`config.mk`:
```
export PLATFORM = sky130hd
export DESIGN_NAME = irq_vector_dispatch
export DESIGN_NICKNAME = d
export VERILOG_FILES = /design/src/rtl/ivd_pkg.sv /design/src/rtl/ivd_req_gate.sv /design/src/rtl/ivd_prio_enc.sv /design/src/rtl/ivd_fetch_seq.sv /design/src/rtl/irq_vector_dispatch.sv
export SDC_FILE = /design/constraint.sdc
export NUM_CORES = 1
export LEC_CHECK = 0
export BUFFER_PORTS_ARGS = -buffer_cell sky130_fd_sc_hd__buf_2
export CAP_MARGIN = 40
export CORE_MARGIN = 2
export CORE_UTILIZATION = 49
export DETAILED_ROUTE_END_ITERATION = 8
export GPL_TIMING_DRIVEN = 0
export PLACE_DENSITY = 0.79
export RECOVER_POWER = 25
export SETUP_SLACK_MARGIN = 0.15
export SYNTH_ARGS = -nofsm -noshare
export SYNTH_HDL_FRONTEND = slang
export SYNTH_SLANG_ARGS = --single-unit
```
`constraint.sdc`:
```
create_clock -name clk -period 1.9 [get_ports clk]
set_clock_uncertainty 0.15 [all_clocks]
set_input_delay 0.19 -clock clk [delete_from_list [all_inputs] [get_ports clk]]
set_output_delay 0.19 -clock clk [all_outputs]
set_load 0.01 [all_outputs]
```
`src/rtl/ivd_pkg.sv`:
```
package ivd_pkg;

  typedef enum logic [2:0] {
    ST_IDLE    = 3'd0,
    ST_SAMPLE  = 3'd1,
    ST_READ_HI = 3'd2,
    ST_READ_LO = 3'd3,
    ST_LOAD    = 3'd4
  } ivd_state_e;

  // Zero-based rank index to table low byte: each step down costs two bytes.
  function automatic logic [7:0] rank_offset(input int unsigned idx);
    return 8'hFE - 8'(idx << 1);
  endfunction

endpackage

```
`src/rtl/ivd_req_gate.sv`:
```
module ivd_req_gate #(
  parameter int                NUM_REQ   = 15,
  parameter logic [NUM_REQ-1:0] RSVD_MASK = 15'h0082
) (
  input  logic [NUM_REQ-1:0] pend,
  input  logic [NUM_REQ-1:0] en,
  output logic [NUM_REQ-1:0] act
);

  // a line is live only when enabled, pending and not reserved.
  for (genvar i = 0; i < NUM_REQ; i++) begin : g_gate
    if (RSVD_MASK[i]) begin : g_rsvd
      assign act[i] = 1'b0;
    end else begin : g_live
      assign act[i] = pend[i] & en[i];
    end
  end

endmodule

```
`src/rtl/ivd_prio_enc.sv`:
```
module ivd_prio_enc import ivd_pkg::*; #(
  parameter int NUM_REQ = 15
) (
  input  logic [NUM_REQ-1:0] act,
  output logic [7:0]         offset
);

  localparam int IDX_W = $clog2(NUM_REQ + 1);

  logic             any_act;
  logic [IDX_W-1:0] win_idx;

  // scan from the lowest rank upward so that the best rank is written last.
  always_comb begin
    any_act = 1'b0;
    win_idx = '0;
    for (int i = NUM_REQ - 1; i >= 0; i--) begin
      if (act[i]) begin
        any_act = 1'b1;
        win_idx = IDX_W'(i);
      end
    end
    // the default entry sits one rank below the last request line.
    offset = any_act ? rank_offset(int'(win_idx)) : rank_offset(NUM_REQ);
  end

endmodule

```
`src/rtl/ivd_fetch_seq.sv`:
```
module ivd_fetch_seq import ivd_pkg::*; #(
  parameter int NUM_REQ = 15,
  parameter int PC_W    = 16
) (
  input  logic               clk,
  input  logic               rst_n,
  input  logic               start,
  input  logic [NUM_REQ-1:0] act_in,
  input  logic [PC_W-1:0]    pc_in,
  output logic [NUM_REQ-1:0] act_snap,
  input  logic [7:0]         offset_in,
  output logic [PC_W-1:0]    mem_addr,
  output logic               mem_rd,
  input  logic [7:0]         mem_data,
  output logic [PC_W-1:0]    pc_out,
  output logic               done
);

  localparam int         PAGE_W  = PC_W - 8;
  localparam logic [7:0] DEF_OFF = rank_offset(NUM_REQ);

  ivd_state_e        st;
  logic [PAGE_W-1:0] page_r;
  logic [PC_W-1:0]   vaddr;
  logic [7:0]        hi_r;
  logic              accept;

  // a dispatch at the last byte of a page uses the next page.
  function automatic logic [PAGE_W-1:0] table_page(input logic [PC_W-1:0] pc);
    return (pc[7:0] == 8'hFF) ? pc[PC_W-1:8] + PAGE_W'(1) : pc[PC_W-1:8];
  endfunction

  assign accept = (st == ST_IDLE) && start;

  always_ff @(posedge clk) begin
    if (!rst_n) begin
      st       <= ST_IDLE;
      act_snap <= '0;
      page_r   <= '0;
      vaddr    <= '0;
      hi_r     <= '0;
      pc_out   <= '0;
      done     <= 1'b0;
    end else begin
      done <= 1'b0;
      case (st)
        ST_IDLE: begin
          if (accept) begin
            act_snap <= act_in;
            page_r   <= table_page(pc_in);
            st       <= ST_SAMPLE;
          end
        end
        ST_SAMPLE: begin
          vaddr <= {page_r, offset_in};
          st    <= ST_READ_HI;
        end
        ST_READ_HI: st <= ST_READ_LO;
        ST_READ_LO: begin
          hi_r <= mem_data;
          st   <= ST_LOAD;
        end
        ST_LOAD: begin
          pc_out <= {hi_r, mem_data};
          done   <= 1'b1;
          st     <= ST_IDLE;
        end
        default: st <= ST_IDLE;
      endcase
    end
  end

  assign mem_rd   = (st == ST_READ_HI) || (st == ST_READ_LO);
  assign mem_addr = (st == ST_READ_LO) ? {vaddr[PC_W-1:1], 1'b1} : vaddr;

  // Sampling must lead straight into the first read.
  p_sample_then_read_r5: assert property (@(posedge clk) disable iff (!rst_n)
    (st == ST_SAMPLE) |=> (st == ST_READ_HI));

  p_snapshot_frozen_r5: assert property (@(posedge clk) disable iff (!rst_n)
    ((st == ST_READ_HI) || (st == ST_READ_LO) || (st == ST_LOAD))
      |-> ($stable(act_snap) && $stable(page_r)));

  p_busy_start_ignored_r9: assert property (@(posedge clk) disable iff (!rst_n)
    ((st != ST_IDLE) && start) |=> (st != ST_SAMPLE));

  p_hi_even_r7: assert property (@(posedge clk) disable iff (!rst_n)
    (st == ST_READ_HI) |-> (mem_addr[0] == 1'b0));

  p_lo_follows_hi_r7: assert property (@(posedge clk) disable iff (!rst_n)
    (st == ST_READ_LO) |-> (mem_addr == $past(mem_addr) + PC_W'(1)));

  p_page_r6: assert property (@(posedge clk) disable iff (!rst_n)
    (st == ST_READ_HI) |-> (mem_addr[PC_W-1:8] == page_r));

  p_default_r4: assert property (@(posedge clk) disable iff (!rst_n)
    ((st == ST_SAMPLE) && (act_snap == '0)) |=> (mem_addr[7:0] == DEF_OFF));

  p_done_pulse_r8: assert property (@(posedge clk) disable iff (!rst_n)
    done |=> !done);

  p_done_after_load_r8: assert property (@(posedge clk) disable iff (!rst_n)
    done |-> (st == ST_IDLE) && !mem_rd);

endmodule

```
`src/rtl/irq_vector_dispatch.sv`:
```
module irq_vector_dispatch import ivd_pkg::*; #(
  parameter int                 NUM_REQ   = 15,
  parameter int                 PC_W      = 16,
  parameter logic [NUM_REQ-1:0] RSVD_MASK = 15'h0082
) (
  input  logic               clk,
  input  logic               rst_n,
  input  logic [NUM_REQ-1:0] irq_pend,
  input  logic [NUM_REQ-1:0] irq_en,
  input  logic               disp_start,
  input  logic [PC_W-1:0]    pc_cur,
  output logic [PC_W-1:0]    tbl_addr,
  output logic               tbl_rd,
  input  logic [7:0]         tbl_data,
  output logic [PC_W-1:0]    pc_next,
  output logic               disp_done
);

  logic [NUM_REQ-1:0] act_live;
  logic [NUM_REQ-1:0] act_snap;
  logic [7:0]         win_offset;

  ivd_req_gate #(
    .NUM_REQ  (NUM_REQ),
    .RSVD_MASK(RSVD_MASK)
  ) u_gate (
    .pend(irq_pend),
    .en  (irq_en),
    .act (act_live)
  );

  ivd_prio_enc #(
    .NUM_REQ(NUM_REQ)
  ) u_enc (
    .act   (act_snap),
    .offset(win_offset)
  );

  ivd_fetch_seq #(
    .NUM_REQ(NUM_REQ),
    .PC_W   (PC_W)
  ) u_seq (
    .clk      (clk),
    .rst_n    (rst_n),
    .start    (disp_start),
    .act_in   (act_live),
    .pc_in    (pc_cur),
    .act_snap (act_snap),
    .offset_in(win_offset),
    .mem_addr (tbl_addr),
    .mem_rd   (tbl_rd),
    .mem_data (tbl_data),
    .pc_out   (pc_next),
    .done     (disp_done)
  );

  // reserved lines must never reach the snapshot.
  p_rsvd_never_r2: assert property (@(posedge clk) disable iff (!rst_n)
    (act_snap & RSVD_MASK) == '0);

  // nothing reads memory or completes while reset is held.
  p_reset_quiet_r10: assert property (@(posedge clk)
    !rst_n |=> (!disp_done && !tbl_rd));

endmodule

```
Word-level counts from Yosys, hierarchy flattened
Cells that the tools add are included.
Widths: inputs -> output; s select.
{"block": "word_totals", "register_bits": 65, "in_bits": 57, "output_inout_bits": 34}
{"block": "classes", "addsub": 2, "eq_ne": 6, "muxes": 32, "bitwise_logic": 13, "reduce_logical": 4}
{"operator": "$mux 4", "count": 13}
{"operator": "$mux 8", "count": 2}
{"operator": "$mux 1", "count": 15}
{"operator": "$and 1x1->1", "count": 13}
{"operator": "$pmux 3 s4", "count": 1}
{"operator": "$add 8x1->8 const B", "count": 1}
{"operator": "$eq 8x8->1 const B", "count": 1}
{"operator": "$sub 2x6->7 const A", "count": 1}
{"operator": "$eq 3x2->1 const B", "count": 2}
{"operator": "$eq 3x1->1 const B", "count": 1}
{"operator": "$eq 3x3->1 const B", "count": 1}
{"operator": "$logic_not 3->1", "count": 1}
{"operator": "$mux 3", "count": 1}
{"operator": "$ne 2x1->1 const B", "count": 1}
{"operator": "$reduce_and 2->1", "count": 1}
{"operator": "$logic_and 1x1->1", "count": 1}
{"operator": "$logic_or 1x1->1", "count": 1}

Logic depth before layout (Yosys ltp)
Gate-level depths: netlist (run 1).
{"block": "logic_depth", "word_depth": 15, "mapped_depth": 7}

Modules after synthesis
Synthesis (run 1) repeated with hierarchy kept, for this count alone.
{"block": "unflattened", "cells_unflattened": 374, "area_unflattened_um2": 2934.1}
{"mod": "ivd_fetch_seq", "instances": 1, "cells_per_inst": 326, "area_per_inst_um2": 2635.0, "seq_area_each_um2": 1341.3}
{"mod": "ivd_prio_enc", "instances": 1, "cells_per_inst": 32, "area_per_inst_um2": 198.9, "seq_area_each_um2": 0.0}
{"mod": "ivd_req_gate", "instances": 1, "cells_per_inst": 16, "area_per_inst_um2": 100.1, "seq_area_each_um2": 0.0}

Least setup slack after synthesis (run 1)
OpenSTA, ideal clock, no wires.
{"block": "synth_path", "path_kind": "reg2reg", "start": "reg u_seq.st[1]", "end": "reg u_seq.act_snap[12]", "setup_ps": 68, "arrival_ps": 1176, "required_time_ps": 1682, "setup_slack_ps": 506, "path_stages_with_launch": 7, "period_less_slack_ps": 1394, "path_cell_list": "dfxtp_1 buf_4 nor4b_4 buf_6 buf_6 nand3_2 a21oi_2"}
{"block": "synth_between", "elab_chain_len": 3}
{"element": "start: declaration", "line": "ivd_fetch_seq.sv:22", "rtl": "ivd_state_e st;"}
{"element": "start signal: assignment", "line": "ivd_fetch_seq.sv:37", "rtl": "st <= ST_IDLE;"}
{"element": "start signal: assignment", "line": "ivd_fetch_seq.sv:51", "rtl": "st <= ST_SAMPLE;"}
{"element": "start signal: assignment", "line": "ivd_fetch_seq.sv:56", "rtl": "st <= ST_READ_HI;"}
{"element": "$logic_not 3->1 (*)", "line": "ivd_fetch_seq.sv:33, ivd_fetch_seq.sv:46"}
{"element": "$logic_and 1x1->1", "line": "ivd_fetch_seq.sv:33", "rtl": "assign accept = (st == ST_IDLE) && start;"}
{"element": "$reduce_and 2->1 (no line) (*)"}
{"element": "end signal: assignment", "line": "ivd_fetch_seq.sv:49", "rtl": "act_snap <= act_in;"}
{"element": "end: declaration", "line": "ivd_fetch_seq.sv:10", "rtl": "output logic [NUM_REQ-1:0] act_snap,"}
Every way passes the cells marked *; elsewhere a longest branch is shown, timed or not.
A chain may end at the register's enable or synchronous reset.

Worst setup path in the final report (run 1)
{"block": "layout_path", "start": "reg u_seq.st[2]", "end": "out tbl_addr[0]"}
{"block": "layout_between", "elab_chain_len": 2}
{"element": "$eq 3x2->1", "line": "ivd_fetch_seq.sv:74", "rtl": "assign mem_addr = (st == ST_READ_LO) ? {vaddr[PC_W-1:1], 1'b1} : vaddr;"}
{"element": "$mux 1", "line": "ivd_fetch_seq.sv:74"}
{"element": "end: declaration", "line": "irq_vector_dispatch.sv:12", "rtl": "output logic [PC_W-1:0] tbl_addr,"}
No other way between the ends.

==> results of run 1 <==
-- routing by layer --
layer,track usage [%],routed length (um)
met5,0,0
met2,43.8,3400
met4,6.24,85
met3,8.33,403
met1,29.0,2900
-- tightest hold or removal path: cells and delay by family --
| family | cells | cell delay, ns |
|---|---|---|
| AO/OA/AOI/OAI | 1 | 0.08 |
| AND/OR/NAND/NOR | 1 | 0.07 |
| buffers and inverters | 1 | 0.13 |
-- repair_timing --
action	4_1_cts	5_1_grt
endpoints found under the setup margin	1	2
resized for setup	2	3
buffers inserted	1	0
endpoints found under the hold margin	32	0
hold buffers	38	0
-- sequential cells by signal, indices dropped and copies added (netlist names) --
name            flops
u_seq.done          1
u_seq.vaddr        13
u_seq.page_r        8
u_seq.act_snap     13
u_seq.pc_out       16
u_seq.hi_r          8
u_seq.st            3
-- power groups by stage --
stage               logic [mW]  clock network, mW  registers (mW)
CTS                      0.451               1.04            1.40
detailed placement       0.386                  0            1.43
global placement         0.378                  0            1.43
floorplan                0.233                  0            1.43
global route             0.504               1.11            1.41
finish                   0.456               1.03            1.40
-- worst max path at each step --
stage / from / to / slack (ns) / depth (start not counted)
after CTS: u_seq.st[2]$_SDFFE_PN0P_ / tbl_addr[0] / 0.23 / 4
after global placement: u_seq.st[2]$_SDFFE_PN0P_ / tbl_addr[0] / 0.32 / 4
after global routing: u_seq.st[2]$_SDFFE_PN0P_ / tbl_addr[0] / 0.19 / 4
after detailed placement: rst_n / u_seq.pc_out[6]$_SDFFE_PN0P_ / 0.29 / 5
after floorplan: u_seq.st[1]$_SDFFE_PN0P_ / u_seq.act_snap[12]$_SDFFE_PN0P_ / 0.51 / 6
final: u_seq.st[2]$_SDFFE_PN0P_ / tbl_addr[0] / 0.28 / 4
-- placed cells by master, fill, tap and decap left out, types with 3 or more instances in the layout --
cell type / synthesis / layout
a21oi_1: 49 / 49
a21oi_2: 3 / 3
buf_2: 5 / 68
buf_4: 5 / 6
buf_6: 3 / 3
clkbuf_1: 6 / 28
clkbuf_8: 0 / 10
clkinvlp_4: 0 / 4
dfxtp_1: 62 / 62
dlygate4sd3_1: 0 / 38
inv_1: 3 / 3
nand2_1: 79 / 79
nand2b_1: 3 / 3
nand3_1: 14 / 14
nand3_2: 3 / 3
nand4_1: 6 / 6
nor2_1: 12 / 12
nor2b_1: 3 / 3
nor3_1: 6 / 6
nor4_1: 3 / 3
o21ai_0: 11 / 11
xnor2_1: 6 / 6
-- kinds of logic (layout without fill, tap and decap cells) --
logic type      Yosys count  in the layout  share of synthesized area [%]
xor+xnor                  6              6                           2.08
compound gates           72             72                           15.8
simple gates            140            140                           26.6
mux                       1              1                          0.397
fa+ha+maj                 1              1                          0.496
flops                    62             62                           49.2
buf+inv                  24            165                           5.46
-- layout make-up --
| class | count | area [um2] |
|---|---|---|
| Inverter | 4 | 16.3 |
| Fill cell | 393 | 1450 |
| Multi-Input combinational cell | 220 | 1150 |
| Clock inverter | 5 | 35.0 |
| Clock buffer | 11 | 141 |
| Buffer | 20 | 126 |
| Sequential cell | 62 | 1240 |
| Tap cell | 70 | 87.6 |
| Timing Repair Buffer | 125 | 791 |
==> qor.yml, run 1 <==
outcome:
  outcome: "finished, final reports clean"
power_and_ir_drop:
  net-switching-power_mw: 0.798
  p_per_area_nw_per_um2: 804
  combPwrFrac_pct: 15.8
  internal-power_mw: 2.09
  power_frac_clock_pct: 35.6
  switching_share_pct: 27.6
  p_leak_nw: 1.42
  total_power_mw: 2.89
  peakVddDrop_uv: 559
  seqPwrFrac_pct: 48.6
die:
  io_pins: 91
  fp.dieArea_um2: 5740
  die_w_um: 75.7
  core_area_um2: 5040
  die-height_um: 75.7
  core.rowCount: 26
  initial_core_util_pct: 50.0
critical_path:
  critPathLaunchType: "flip-flop"
  crit_fanout: 9
  crit_required_ns: 1.56
  cp.arrival_ns: 1.28
  max_stage_delay_ns: 0.31
  end_kind: "output pin"
  reg2reg_to: "u_seq.act_snap[12]$_SDFFE_PN0P_"
  path_buf_inv: 3
  crit_slowest_cell: "dfxtp_1"
  r2r_setup_slack_ns: 0.34
  ff2ff_path_depth: 6
  critical-path-top-delay-family: "buffers and inverters"
  r2r_start: "u_seq.st[1]$_SDFFE_PN0P_"
  critPathKind: "reg2out"
  crit_chain: "clkbuf_4 > nand3b_4 > clkinv_2 > buf_2"
finish:
  final_core_util_pct: 71.2
  finalNonFillerCells: 517
  area_delta_synth_final_pct: 42.4
  fin_area_um2: 3590
  final_nets: 500
  diodes: 0
  drive_gt1_share_pct: 23.7
job:
  drv_cap: 0
clock_tree:
  clkTransAtPathRegs_ns: 0.07
  root_buffer: "clkbuf_8"
  clock-sinks: 62
  htreeDepth: 3
  cts_tree: "built"
  insertion_delay_ns: 0.34
  cts_made_buffers: 9
  max-clock-path-buffers: 2
yosys:
  yosys-top-cells-count: "79 x nand2_1, 62 x dfxtp_1, 49 x a21oi_1"
  seq_area_frac_synth_pct: 49.2
  synth.area.top_cells: "dfxtp_1 49%, nand2_1 12%, a21oi_1 9.7%"
  synth.distinct_cells: 38
  async_reset_ff_share_pct: 0
  yosys_register_bits: 62
  syn_inst: 306
  syn-cell-area_um2: 2520
  synth.avg_cell_area_um2: 8.24
  synth_nets: 364
  synth_edf_count: 0
  yosysMostFrequentCell: "nand2_1"
  yosys.area.top_type: "dfxtp_1"
  ys_warn_count: 0
  synth_top_area_share_pct: 49.2
  synth_flop_cell: "dfxtp_1"
timing:
  tightest_slew_ns: 0.545
  worst_slack_ns: 0.280
  slew_violations: 0
  finalSetupTns_ns: 0
  min_period_ns: 1.62
  max_clock_freq_mhz: 617
  rsz0062_at_grt: "false"
  hold_violations: 0
  min_period_over_period_pct: 85.2
  setup_viol: 0
  holdWs_ns: 0.0265
  slew_headroom_pct: 63.6
global_route:
  grt_pass1_vias: 2481
  grt.overflow.total: 0
  antenna_found_initial: 0
  grtUsageTotal_pct: 24.8
  grt_max_degree: 12
  grt_pass1_wl_mm: 10.8
worst_hold_path:
  holdPathStages: 3
  worstHoldPathType: "in2reg"
  min_to: "u_seq.page_r[6]$_SDFFE_PN0P_"
  min-delay-start: "pc_cur[10]"
drt:
  drt_iter0_drc: 142
  wl_per_cell_um: 13.1
  num_vias: 2603
  drtPass1Iterations: 6
  via_per_inst: 5.03
  wl_mm: 6.78
  drc: 0
  postRouteAntennaNets: 0
place:
  placed_cells: 462
  place_ws_ns: 0.290
  port_buffers: 86
  globalplace.congestion: 0.817
  placed_area_um2: 3040
  dp_hpwl_mm: 4.36
Power figures use the tool's default switching activity.
==> inputs of run 2 (changes only) <==
--- a/config.mk
+++ b/config.mk
@@ -11,6 +11,7 @@
 export CORE_UTILIZATION = 49
 export DETAILED_ROUTE_END_ITERATION = 8
 export GPL_TIMING_DRIVEN = 0
+export MAX_ROUTING_LAYER = met4
 export PLACE_DENSITY = 0.79
 export RECOVER_POWER = 25
 export SETUP_SLACK_MARGIN = 0.15
==> run 2 against run 1 <==
Against the previous run:
- final area stayed put
- die area stayed put
- clock-buffer cell count stayed put
- combinational power hardly changed
==> qor.yml, run 2 (same netlist as run 1, synthesis figures left out) <==
finish:
  drive_gt1_share_pct: 23.7
  diodes: 0
  final_common_cell: "nand2_1"
  top_register: "u_seq.pc_out"
  reg.largest.list: "u_seq.pc_out (16), u_seq.act_snap (13), u_seq.vaddr (13)"
  area_delta_synth_final_pct: 42.4
  n_fill_cell: 393
  final_nets: 500
  fin_area_um2: 3590
  largest_reg_flops: 16
  layout_common_cells: "79 x nand2_1, 68 x buf_2, 62 x dfxtp_1, 49 x a21oi_1, 38 x dlygate4sd3_1"
die:
  fp.dieArea_um2: 5740
  die_w_um: 75.7
  core.rowCount: 26
  io_pins: 91
  die-height_um: 75.7
  initial_core_util_pct: 50.0
  core_area_um2: 5040
clock_tree:
  clkTransAtPathRegs_ns: 0.07
  cts_tree: "built"
  max-clock-path-buffers: 2
  htreeDepth: 3
  insertion_delay_ns: 0.35
  clock-sinks: 62
  cts_made_buffers: 9
  root_buffer: "clkbuf_8"
drt:
  wl_mm: 6.78
  drt_iter0_drc: 154
  postRouteAntennaNets: 0
  wl_per_cell_um: 13.1
  num_vias: 2629
  drc: 0
  drtPass1Iterations: 4
  via_per_inst: 5.09
timing:
  min_period_over_period_pct: 85.6
  min_period_ns: 1.63
  tightest_slew_ns: 0.567
  rsz0062_at_grt: "false"
  slew_headroom_pct: 62.2
  slew_violations: 0
  hold_violations: 0
  finalSetupTns_ns: 0
  max_clock_freq_mhz: 615
  setup_viol: 0
critical_path:
  crit_required_ns: 1.56
  critPathLaunchType: "flip-flop"
  cp.arrival_ns: 1.29
  crit_fanout: 9
  critPathKind: "reg2out"
  end_kind: "output pin"
job:
  drv_cap: 0
power_and_ir_drop:
  p_leak_nw: 1.42
  switching_share_pct: 27.7
  power_frac_clock_pct: 35.6
  net-switching-power_mw: 0.799
  seqPwrFrac_pct: 48.6
  internal-power_mw: 2.09
  peakVddDrop_uv: 555
  p_per_area_nw_per_um2: 805
  combPwrFrac_pct: 15.8
global_route:
  grtUsageTotal_pct: 25.6
  antenna_found_initial: 0
  grt_max_degree: 12
  grt.overflow.total: 0
  grt_pass1_vias: 2476
  grt_pass1_wl_mm: 10.8
place:
  globalplace.congestion: 0.830
  placed_area_um2: 3040
  port_buffers: 86
  dp_hpwl_mm: 4.36
outcome:
  outcome: "finished, final reports clean"
worst_hold_path:
  worstHoldPathType: "in2reg"
run 2: critical path, cell delays in order (launching register included):
cell      delay (ns)
dfxtp_1         0.31
clkbuf_4        0.19
nand3b_4        0.15
clkinv_2        0.13
buf_2           0.17
run 2: timing repair:
action / 4_1_cts / 5_1_grt
endpoints found under the hold margin: 32 / 0
gates resized for setup: 2 / 3
hold buffers: 38 / 0
endpoints found under the setup margin: 1 / 2
buffers inserted: 1 / 0
run 2: power by group through the flow:
stage | Combinational (mW) | Clock [mW] | Sequential (mW)
floorplan | 0.233 | 0 | 1.43
CTS | 0.451 | 1.04 | 1.40
finish | 0.457 | 1.03 | 1.40
detailed placement | 0.386 | 0 | 1.43
global route | 0.504 | 1.11 | 1.41
global placement | 0.378 | 0 | 1.43
run 2: per-stage QoR:
step           instances  util, %  hold slack, ns  setup slack, ns  power (mW)
2_1_floorplan        306        -           0.176            0.506        1.66
3_3_place_gp         462     60.3           0.288            0.316        1.81
3_5_place_dp         462     60.3           0.295            0.290        1.82
4_1_cts              517     71.7          0.0107            0.235        2.89
5_1_grt              517     71.2          0.0238            0.192        3.02
6_report             517     71.2          0.0247            0.273        2.89
run 2: layer usage:
| metal | wire (um) | part of all wire (%) | track usage, % | vias to the layer above |
|---|---|---|---|---|
| met1 | 2840 | 42 | 29.3 | 1182 |
| li1 | - | - | - | 1319 |
| met2 | 3410 | 50 | 43.8 | 113 |
| met5 | 0 | 0 | - | - |
| met4 | 118 | 1.7 | 6.24 | 0 |
| met3 | 406 | 6.0 | 7.94 | 15 |
run 2: final timing paths:
check | start | end | cells after the start | slack (ns)
setup / recovery | u_seq.st[2]$_SDFFE_PN0P_ | tbl_addr[0] | 4 | 0.27
hold / removal | pc_cur[10] | u_seq.page_r[6]$_SDFFE_PN0P_ | 3 | 0.02
setup reg to reg | u_seq.st[1]$_SDFFE_PN0P_ | u_seq.act_snap[12]$_SDFFE_PN0P_ | 6 | 0.34
hold reg to reg | u_seq.page_r[0]$_SDFFE_PN0P_ | u_seq.vaddr[8]$_SDFFE_PN0P_ | 2 | 0.30
run 2: area by class of cell:
cell class                 instances  area (um2)  share of cell area, %
sequential                        62        1240                   34.6
multi-input combinational        220        1150                   32.1
timing repair buffer             125         791                   22.0
clock buffer                      11         141                   3.94
buffer                            20         126                   3.52
tap                               70        87.6                   2.44
clock inverter                     5        35.0                  0.976
inverter                           4        16.3                  0.453
